## src/rtl/isa_io_pkg.sv

```systemverilog
package isa_io_pkg;

    localparam int ISA_AW = 16;
    localparam int ISA_DW = 16;

    typedef enum logic [1:0] {
        CYC_IDLE = 2'd0,
        CYC_WAIT = 2'd1,
        CYC_HOLD = 2'd2
    } cyc_state_e;

endpackage

```

## src/rtl/isa_io_decode.sv

```systemverilog
module isa_io_decode
    import isa_io_pkg::*;
#(
    parameter logic [15:0] BASE_ADDR = 16'h0300,
    parameter int          WIN_BITS  = 3,
    parameter int          LA_W      = 7,
    parameter bit          WIDE16    = 1'b1
) (
    input  logic              clk,
    input  logic              rst_n,
    input  logic              addr_en,
    input  logic              ale,
    input  logic [LA_W-1:0]   la_hi,
    input  logic [ISA_AW-1:0] addr,
    output logic              match,
    output logic              cs16_n
);

    localparam int TAG_W = ISA_AW - WIN_BITS;

    typedef struct packed {
        logic [LA_W-1:0] upper;
    } dec_t;

    dec_t dec_d, dec_q;

    // Upper group follows the bus while the latch enable is high, holds otherwise.
    always_comb begin
        dec_d = dec_q;
        if (ale) begin
            dec_d.upper = la_hi;
        end
    end

    always_ff @(posedge clk) begin
        if (!rst_n) begin
            dec_q <= '0;
        end else begin
            dec_q <= dec_d;
        end
    end

    logic [TAG_W-1:0] tag_bus;
    logic [TAG_W-1:0] tag_base;
    logic             unused_low;

    assign tag_bus    = addr[ISA_AW-1:WIN_BITS];
    assign tag_base   = BASE_ADDR[ISA_AW-1:WIN_BITS];
    assign unused_low = ^addr[WIN_BITS-1:0];

    assign match = !addr_en && (dec_q.upper == '0) && (tag_bus == tag_base);

    generate
        if (WIDE16) begin : g_sel16
            assign cs16_n = !match;
        end else begin : g_sel8
            assign cs16_n = 1'b1;
        end
    endgenerate

endmodule

```

## src/rtl/isa_io_cycle_fsm.sv

```systemverilog
module isa_io_cycle_fsm
    import isa_io_pkg::*;
#(
    parameter int WIN_BITS = 3,
    parameter int BASE_WAIT = 1,
    parameter int MAX_LOW  = 232
) (
    input  logic                clk,
    input  logic                rst_n,
    input  logic                addr_en,
    input  logic                match,
    input  logic                ior_n,
    input  logic                iow_n,
    input  logic                ext_busy,
    input  logic [WIN_BITS-1:0] addr_lo,
    output logic                io_ready,
    output logic                data_oe,
    output logic                wr_en,
    output logic [WIN_BITS-2:0] sel_idx,
    output logic                sel_lane
);

    localparam int IW    = WIN_BITS - 1;
    localparam int CW    = $clog2(MAX_LOW + 1) + 1;
    localparam int LIMIT = (MAX_LOW < 1) ? 1 : MAX_LOW;
    localparam int BASE  = (BASE_WAIT < 1) ? 1 :
                           ((BASE_WAIT > LIMIT) ? LIMIT : BASE_WAIT);

    typedef struct packed {
        cyc_state_e    st;
        logic [CW-1:0] lowcnt;
        logic          rdy;
        logic          oe;
        logic          is_wr;
        logic [IW-1:0] idx;
        logic          lane;
    } fsm_t;

    fsm_t fsm_d, fsm_q;

    logic rd_low;
    logic wr_low;
    logic active;
    logic release_now;

    assign rd_low = !ior_n;
    assign wr_low = !iow_n;

    // A started cycle stays alive while its own strobe is low and no DMA cycle masks it.
    assign active = !addr_en && (fsm_q.is_wr ? wr_low : rd_low);

    // Base count met with an idle back end, or the hold limit reached regardless.
    assign release_now = ((fsm_q.lowcnt >= CW'(BASE)) && !ext_busy) ||
                         (fsm_q.lowcnt >= CW'(LIMIT));

    always_comb begin
        fsm_d = fsm_q;
        wr_en = 1'b0;
        unique case (fsm_q.st)
            CYC_IDLE: begin
                fsm_d.rdy = 1'b1;
                fsm_d.oe  = 1'b0;
                if (!addr_en && match && (rd_low ^ wr_low)) begin
                    fsm_d.st     = CYC_WAIT;
                    fsm_d.rdy    = 1'b0;
                    fsm_d.lowcnt = CW'(1);
                    fsm_d.is_wr  = wr_low;
                    fsm_d.oe     = rd_low;
                    fsm_d.idx    = addr_lo[WIN_BITS-1:1];
                    fsm_d.lane   = addr_lo[0];
                end
            end
            CYC_WAIT: begin
                if (!active) begin
                    fsm_d.st  = CYC_IDLE;
                    fsm_d.rdy = 1'b1;
                    fsm_d.oe  = 1'b0;
                end else if (release_now) begin
                    fsm_d.st  = CYC_HOLD;
                    fsm_d.rdy = 1'b1;
                    wr_en     = fsm_q.is_wr;
                end else begin
                    fsm_d.lowcnt = fsm_q.lowcnt + CW'(1);
                end
            end
            CYC_HOLD: begin
                fsm_d.rdy = 1'b1;
                if (!active) begin
                    fsm_d.st = CYC_IDLE;
                    fsm_d.oe = 1'b0;
                end
            end
            default: begin
                fsm_d.st  = CYC_IDLE;
                fsm_d.rdy = 1'b1;
                fsm_d.oe  = 1'b0;
            end
        endcase
    end

    always_ff @(posedge clk) begin
        if (!rst_n) begin
            fsm_q        <= '0;
            fsm_q.st     <= CYC_IDLE;
            fsm_q.rdy    <= 1'b1;
        end else begin
            fsm_q <= fsm_d;
        end
    end

    assign io_ready = fsm_q.rdy;
    assign data_oe  = fsm_q.oe;
    assign sel_idx  = fsm_q.idx;
    assign sel_lane = fsm_q.lane;

endmodule

```

## src/rtl/isa_io_regfile.sv

```systemverilog
module isa_io_regfile
    import isa_io_pkg::*;
#(
    parameter int WIN_BITS = 3,
    parameter bit WIDE16   = 1'b1
) (
    input  logic                clk,
    input  logic                rst_n,
    input  logic                wr_en,
    input  logic [WIN_BITS-2:0] sel_idx,
    input  logic                sel_lane,
    input  logic [ISA_DW-1:0]   wr_data,
    output logic [ISA_DW-1:0]   rd_data
);

    localparam int NREG = 2 ** (WIN_BITS - 1);

    logic [ISA_DW-1:0] regs_d [NREG];
    logic [ISA_DW-1:0] regs_q [NREG];
    logic [ISA_DW-1:0] word_sel;

    assign word_sel = regs_q[sel_idx];

    generate
        if (WIDE16) begin : g_word
            always_comb begin
                for (int i = 0; i < NREG; i++) begin
                    regs_d[i] = regs_q[i];
                end
                if (wr_en) begin
                    regs_d[sel_idx] = wr_data;
                end
            end

            logic unused_lane;
            assign unused_lane = sel_lane;
            assign rd_data     = word_sel;
        end else begin : g_byte
            always_comb begin
                for (int i = 0; i < NREG; i++) begin
                    regs_d[i] = regs_q[i];
                end
                if (wr_en) begin
                    if (sel_lane) begin
                        regs_d[sel_idx][15:8] = wr_data[7:0];
                    end else begin
                        regs_d[sel_idx][7:0]  = wr_data[7:0];
                    end
                end
            end

            logic unused_hi;
            assign unused_hi = ^wr_data[15:8];
            assign rd_data   = {8'h00, sel_lane ? word_sel[15:8] : word_sel[7:0]};
        end
    endgenerate

    always_ff @(posedge clk) begin
        if (!rst_n) begin
            for (int i = 0; i < NREG; i++) begin
                regs_q[i] <= '0;
            end
        end else begin
            for (int i = 0; i < NREG; i++) begin
                regs_q[i] <= regs_d[i];
            end
        end
    end

endmodule

```

## src/rtl/isa_io_slave.sv

```systemverilog
module isa_io_slave
    import isa_io_pkg::*;
#(
    parameter logic [15:0] BASE_ADDR = 16'h0300,
    parameter int          WIN_BITS  = 3,
    parameter int          LA_W      = 7,
    parameter bit          WIDE16    = 1'b1,
    parameter int          WAIT16    = 1,
    parameter int          WAIT8     = 4,
    parameter int          MAX_LOW   = 232
) (
    input  logic             clk,
    input  logic             rst_n,
    input  logic             addr_en,
    input  logic             ale,
    input  logic [LA_W-1:0]  la_hi,
    input  logic [15:0]      addr,
    input  logic             ior_n,
    input  logic             iow_n,
    input  logic [15:0]      data_in,
    input  logic             ext_busy,
    output logic [15:0]      data_out,
    output logic             data_oe,
    output logic             cs16_n,
    output logic             io_ready
);

    localparam int BASE_WAIT = WIDE16 ? WAIT16 : WAIT8;

    logic                match;
    logic                wr_en;
    logic [WIN_BITS-2:0] sel_idx;
    logic                sel_lane;
    logic [ISA_DW-1:0]   rd_data;

    isa_io_decode #(
        .BASE_ADDR (BASE_ADDR),
        .WIN_BITS  (WIN_BITS),
        .LA_W      (LA_W),
        .WIDE16    (WIDE16)
    ) u_decode (
        .clk     (clk),
        .rst_n   (rst_n),
        .addr_en (addr_en),
        .ale     (ale),
        .la_hi   (la_hi),
        .addr    (addr),
        .match   (match),
        .cs16_n  (cs16_n)
    );

    isa_io_cycle_fsm #(
        .WIN_BITS  (WIN_BITS),
        .BASE_WAIT (BASE_WAIT),
        .MAX_LOW   (MAX_LOW)
    ) u_fsm (
        .clk      (clk),
        .rst_n    (rst_n),
        .addr_en  (addr_en),
        .match    (match),
        .ior_n    (ior_n),
        .iow_n    (iow_n),
        .ext_busy (ext_busy),
        .addr_lo  (addr[WIN_BITS-1:0]),
        .io_ready (io_ready),
        .data_oe  (data_oe),
        .wr_en    (wr_en),
        .sel_idx  (sel_idx),
        .sel_lane (sel_lane)
    );

    isa_io_regfile #(
        .WIN_BITS (WIN_BITS),
        .WIDE16   (WIDE16)
    ) u_regs (
        .clk      (clk),
        .rst_n    (rst_n),
        .wr_en    (wr_en),
        .sel_idx  (sel_idx),
        .sel_lane (sel_lane),
        .wr_data  (data_in),
        .rd_data  (rd_data)
    );

    assign data_out = data_oe ? rd_data : '0;

endmodule

```

## config.mk

```make
export PLATFORM = sky130hd
export DESIGN_NAME = isa_io_slave
export DESIGN_NICKNAME = d
export VERILOG_FILES = /design/src/rtl/isa_io_pkg.sv /design/src/rtl/isa_io_decode.sv /design/src/rtl/isa_io_cycle_fsm.sv /design/src/rtl/isa_io_regfile.sv /design/src/rtl/isa_io_slave.sv
export SDC_FILE = /design/constraint.sdc
export NUM_CORES = 1
export LEC_CHECK = 0
export ABC_AREA = 1
export BUFFER_PORTS_ARGS = -buffer_cell sky130_fd_sc_hd__buf_4
export CORE_ASPECT_RATIO = 1.2
export CORE_MARGIN = 3
export CORE_UTILIZATION = 59
export CTS_BUF_LIST = sky130_fd_sc_hd__clkbuf_4
export DETAILED_ROUTE_END_ITERATION = 12
export GPL_TIMING_DRIVEN = 0
export PLACE_DENSITY_LB_ADDON = 0.3
export SYNTH_ARGS = -nofsm -noshare
export SYNTH_HDL_FRONTEND = slang
export SYNTH_SLANG_ARGS = --single-unit
```

## constraint.sdc

```tcl
create_clock -name clk -period 1.8 [get_ports clk]
set_input_delay 0.27 -clock clk [delete_from_list [all_inputs] [get_ports clk]]
set_output_delay 0.27 -clock clk [all_outputs]
set_load 0.005 [all_outputs]
```

==> flow_summary_export.csv <==
group,metric,value,unit
cells_and_area,final_area,5508,um2
placed_design,dpl.hpwl,8486,um
global_routing,grt_start_max_net_pins,16,
clocking,clock_insertion_delay_worst_skew,0.46,ns
detailed_routing,antenna_left,0,
power_and_ir_drop,power-per-cell-area,802.8,nW/um2
detailed_routing,via_count,4475,
yosys,mappedNetlistArea,4288,um2
detailed_routing,first_iter_violations,343,
sta,finalSetupViolCount,16,
yosys,synth_top_cell_area_share,41.55,%
sta,report.final.hold_viol_count,0,
critical_path,delay_of_the_slowest_cell_on_the_worst_path,0.36,ns
critical_path,endpoint_kind,"output pin",
placed_design,dpl.cell_count,749,
placed_design,place.port_buffers,62,
power_and_ir_drop,power.total,0.004421,W
run,maxCapViolCount,0,
critical_path,worstPathRequired,1.53,ns
global_routing,wire_length_of_the_first_global_routing_pass,19030,um
yosys,ys.warnings.count,0,
yosys,synth-seq-cells,89,
floorplan,die_h,99.39,um
global_routing,globalRoute.totalOverflow,0,
clocking,clock_tree.root_cell,"clkbuf_4",
sta,maxSlewHeadroom,52.69,%
clocking,cts.sink_count,89,
sta,tightest_slew,0.7097,ns
sta,grt_setup_unrepaired,"yes",
clocking,cts-buffers-inserted,9,
clocking,cts_tree,"done",
yosys,mappedNetlistNets,653,
cells_and_area,syn_to_final_growth,28.45,%
critical_path,worst_path_most_repeated_cell,"a21oi_1",
floorplan,core_area,6937,um2
placed_design,gp_congestion,0.8808,
sta,timing_limited_maximum_frequency,489.3,MHz
floorplan,io-pin-count,65,
global_routing,grt_antenna_before_repair,0,
detailed_routing,detail_route.wl_per_cell,16.30,um
sta,setup_slack,-0.2435,ns
cells_and_area,most-common-layout-cells,"90 x nand2_1, 82 x dfxtp_1, 77 x buf_4",
sta,skew,0.02805,ns
clocking,cts-hold-fix-buffers,0,
cells_and_area,num_antenna_cells,0,
floorplan,die_w,83.82,um
cells_and_area,finish.cell_count_without_fillers,780,
sta,slew_violations,0,
clocking,max-clock-path-buffers,2,
critical_path,cp_max_fo,10,
clocking,cts.htree.levels,3,
power_and_ir_drop,vdd_ir_drop_max,0.0007700,V
yosys,yosysSeqAreaShare,41.55,%
power_and_ir_drop,leakagePower,2.087,nW
yosys,synth_top_area_cell,"dfxtp_1",
cells_and_area,layout.cells.most_common,"nand2_1",
floorplan,rows,33,
sta,timing.final.crit_period,2.044,ns
clocking,cts.reportedPaths.clkPinSlew,0.14,ns
yosys,postSynthAreaPerCell,7.146,um2
sta,worst_hold_slack,0.02980,ns
critical_path,setup.worst_path.class,"reg2out",
detailed_routing,wl,12720,um
hold_path,worst_hold_path_type,"in2reg",
detailed_routing,avgViaCountPerCell,5.737,
detailed_routing,drcViolationCount,0,
sta,post-route-period-util,113.5,%
run_status,status,"complete, but fails checks",
yosys,synth.area.top_cells,"dfxtp_1 42%, a21oi_1 10%, nand2_1 9.2%",
run_status,violations,"setup timing",
floorplan,die-area,8330,um2
detailed_routing,iteration_count_of_the_initial_detailed_routing_pass,5,
yosys,synthDistinctLibCells,34,
placed_design,placement.cell_area,4862,um2
global_routing,grt_usage,28.63,%
cells_and_area,layout-drive-gt1-share,30.74,%
global_routing,first_global_vias,4117,
cells_and_area,final_core_util,79.40,%
critical_path,cp_slowest_cell,"dfxtp_2",
critical_path,timing.critical_path.arrival,1.77,ns
yosys,cell_count_after_synthesis,600,
critical_path,worst_setup_path_start_kind,"flop",
critical_path,critical_path.cell_chain,"buf_6 > clkbuf_8 > a21oi_1 > o21ai_0 > a21oi_1 > buf_4",
critical_path,regToRegSetupSlack,0.04,ns
floorplan,start_util,61.81,%
cells_and_area,design.final.nets,741,
## sequential cells by signal, indices dropped and copies added, names as in the netlist, named ones only
| signal | count |
|---|---|
| u_fsm.data_oe | 1 |
| u_decode.dec_q | 7 |
| u_fsm.fsm_q | 12 |
| u_fsm.sel_idx | 2 |
| u_fsm.io_ready | 1 |
| u_regs.regs_q | 64 |
## repair_timing
action	4_1_cts	5_1_grt
setup buffers	4	10
setup endpoints to repair	65	81
pin swaps	25	25
gates cloned	1	3
gates resized for setup	73	77
## stage by stage
stage	setup WS, ns	setup TNS, ns
after floorplan	0.1755	0
final	-0.2435	-2.796
after global routing	-0.2810	-4.476
after CTS	-0.1671	-2.220
after detailed placement	-0.1712	-3.053
after global placement	-0.1393	-1.665
## cell families after synthesis
logic type,synth area share [%]
compound gates,23.55
buf+inv,9.484
flops,41.55
xor+xnor,0.6129
fa+ha+maj,2.043
simple gates,22.76
## layer usage
layer | wire length (um) | up-vias | global-route usage, %
met3 | 879 | 56 | 4.640
met5 | 0 | - | 0
met2 | 6277 | 220 | 49.66
met1 | 4879 | 2064 | 33.39
li1 | - | 2135 | -
met4 | 679 | 0 | 16.58
## synthesized netlist by cell type
master	count
nand2_1	105
dfxtp_1	89
a21oi_1	86
nor2_1	82
o21ai_0	77
inv_1	56
a21oi_2	20
clkbuf_1	17
nand4_1	10
ha_1	7
nand3_1	7
buf_2	4
buf_6	4
buf_4	3
inv_6	3
nand2_2	3
nor3_1	3
buf_1	2
clkinv_1	2
nand2_8	2
nor2_2	2
nor2_4	2
nor3b_1	2
xor2_1	2
inv_2	1
nand2_4	1
nand3_2	1
nand3b_1	1
nand3b_2	1
nor4_1	1
o21bai_1	1
o21bai_2	1
or2_1	1
xnor2_1	1
## final timing paths
kind / startpoint / endpoint / cells after the start
min: la_hi[5] / u_decode.dec_q[5]$_SDFFE_PN0P_ / 3
min reg2reg: u_fsm.fsm_q[14]$_SDFFE_PN0P_ / u_fsm.fsm_q[14]$_SDFFE_PN0P_ / 2
max reg2reg: u_fsm.fsm_q[7]$_SDFFE_PN0P_ / u_regs.regs_q[3][0]$_SDFFE_PN0P_ / 10
max: flop / data_out[12] / 6
## power breakdown
part / switching (W) / internal, W
combinational: 0.000660 / 0.000377
sequential: 0.0000610 / 0.00204
clock: 0.000720 / 0.000564
## cell type report
cell class                 instances  area [um2]
fill                             473        1429
sequential                        89        1793
buffer                            27       198.9
clock buffer                       9       67.56
tap                               87       108.9
timing repair buffer              80       653.1
multi-input combinational        419        2336
clock inverter                     7       92.59
inverter                          62       257.7
## worst max-delay path, delay by kind of cell, from the launching register on
family,cells,cell delay [ns]
buffers and inverters,3,0.44
AOI/OAI and AO/OA,3,0.52
DFF,1,0.36
Note: power is estimated with default switching activity, not from simulation.
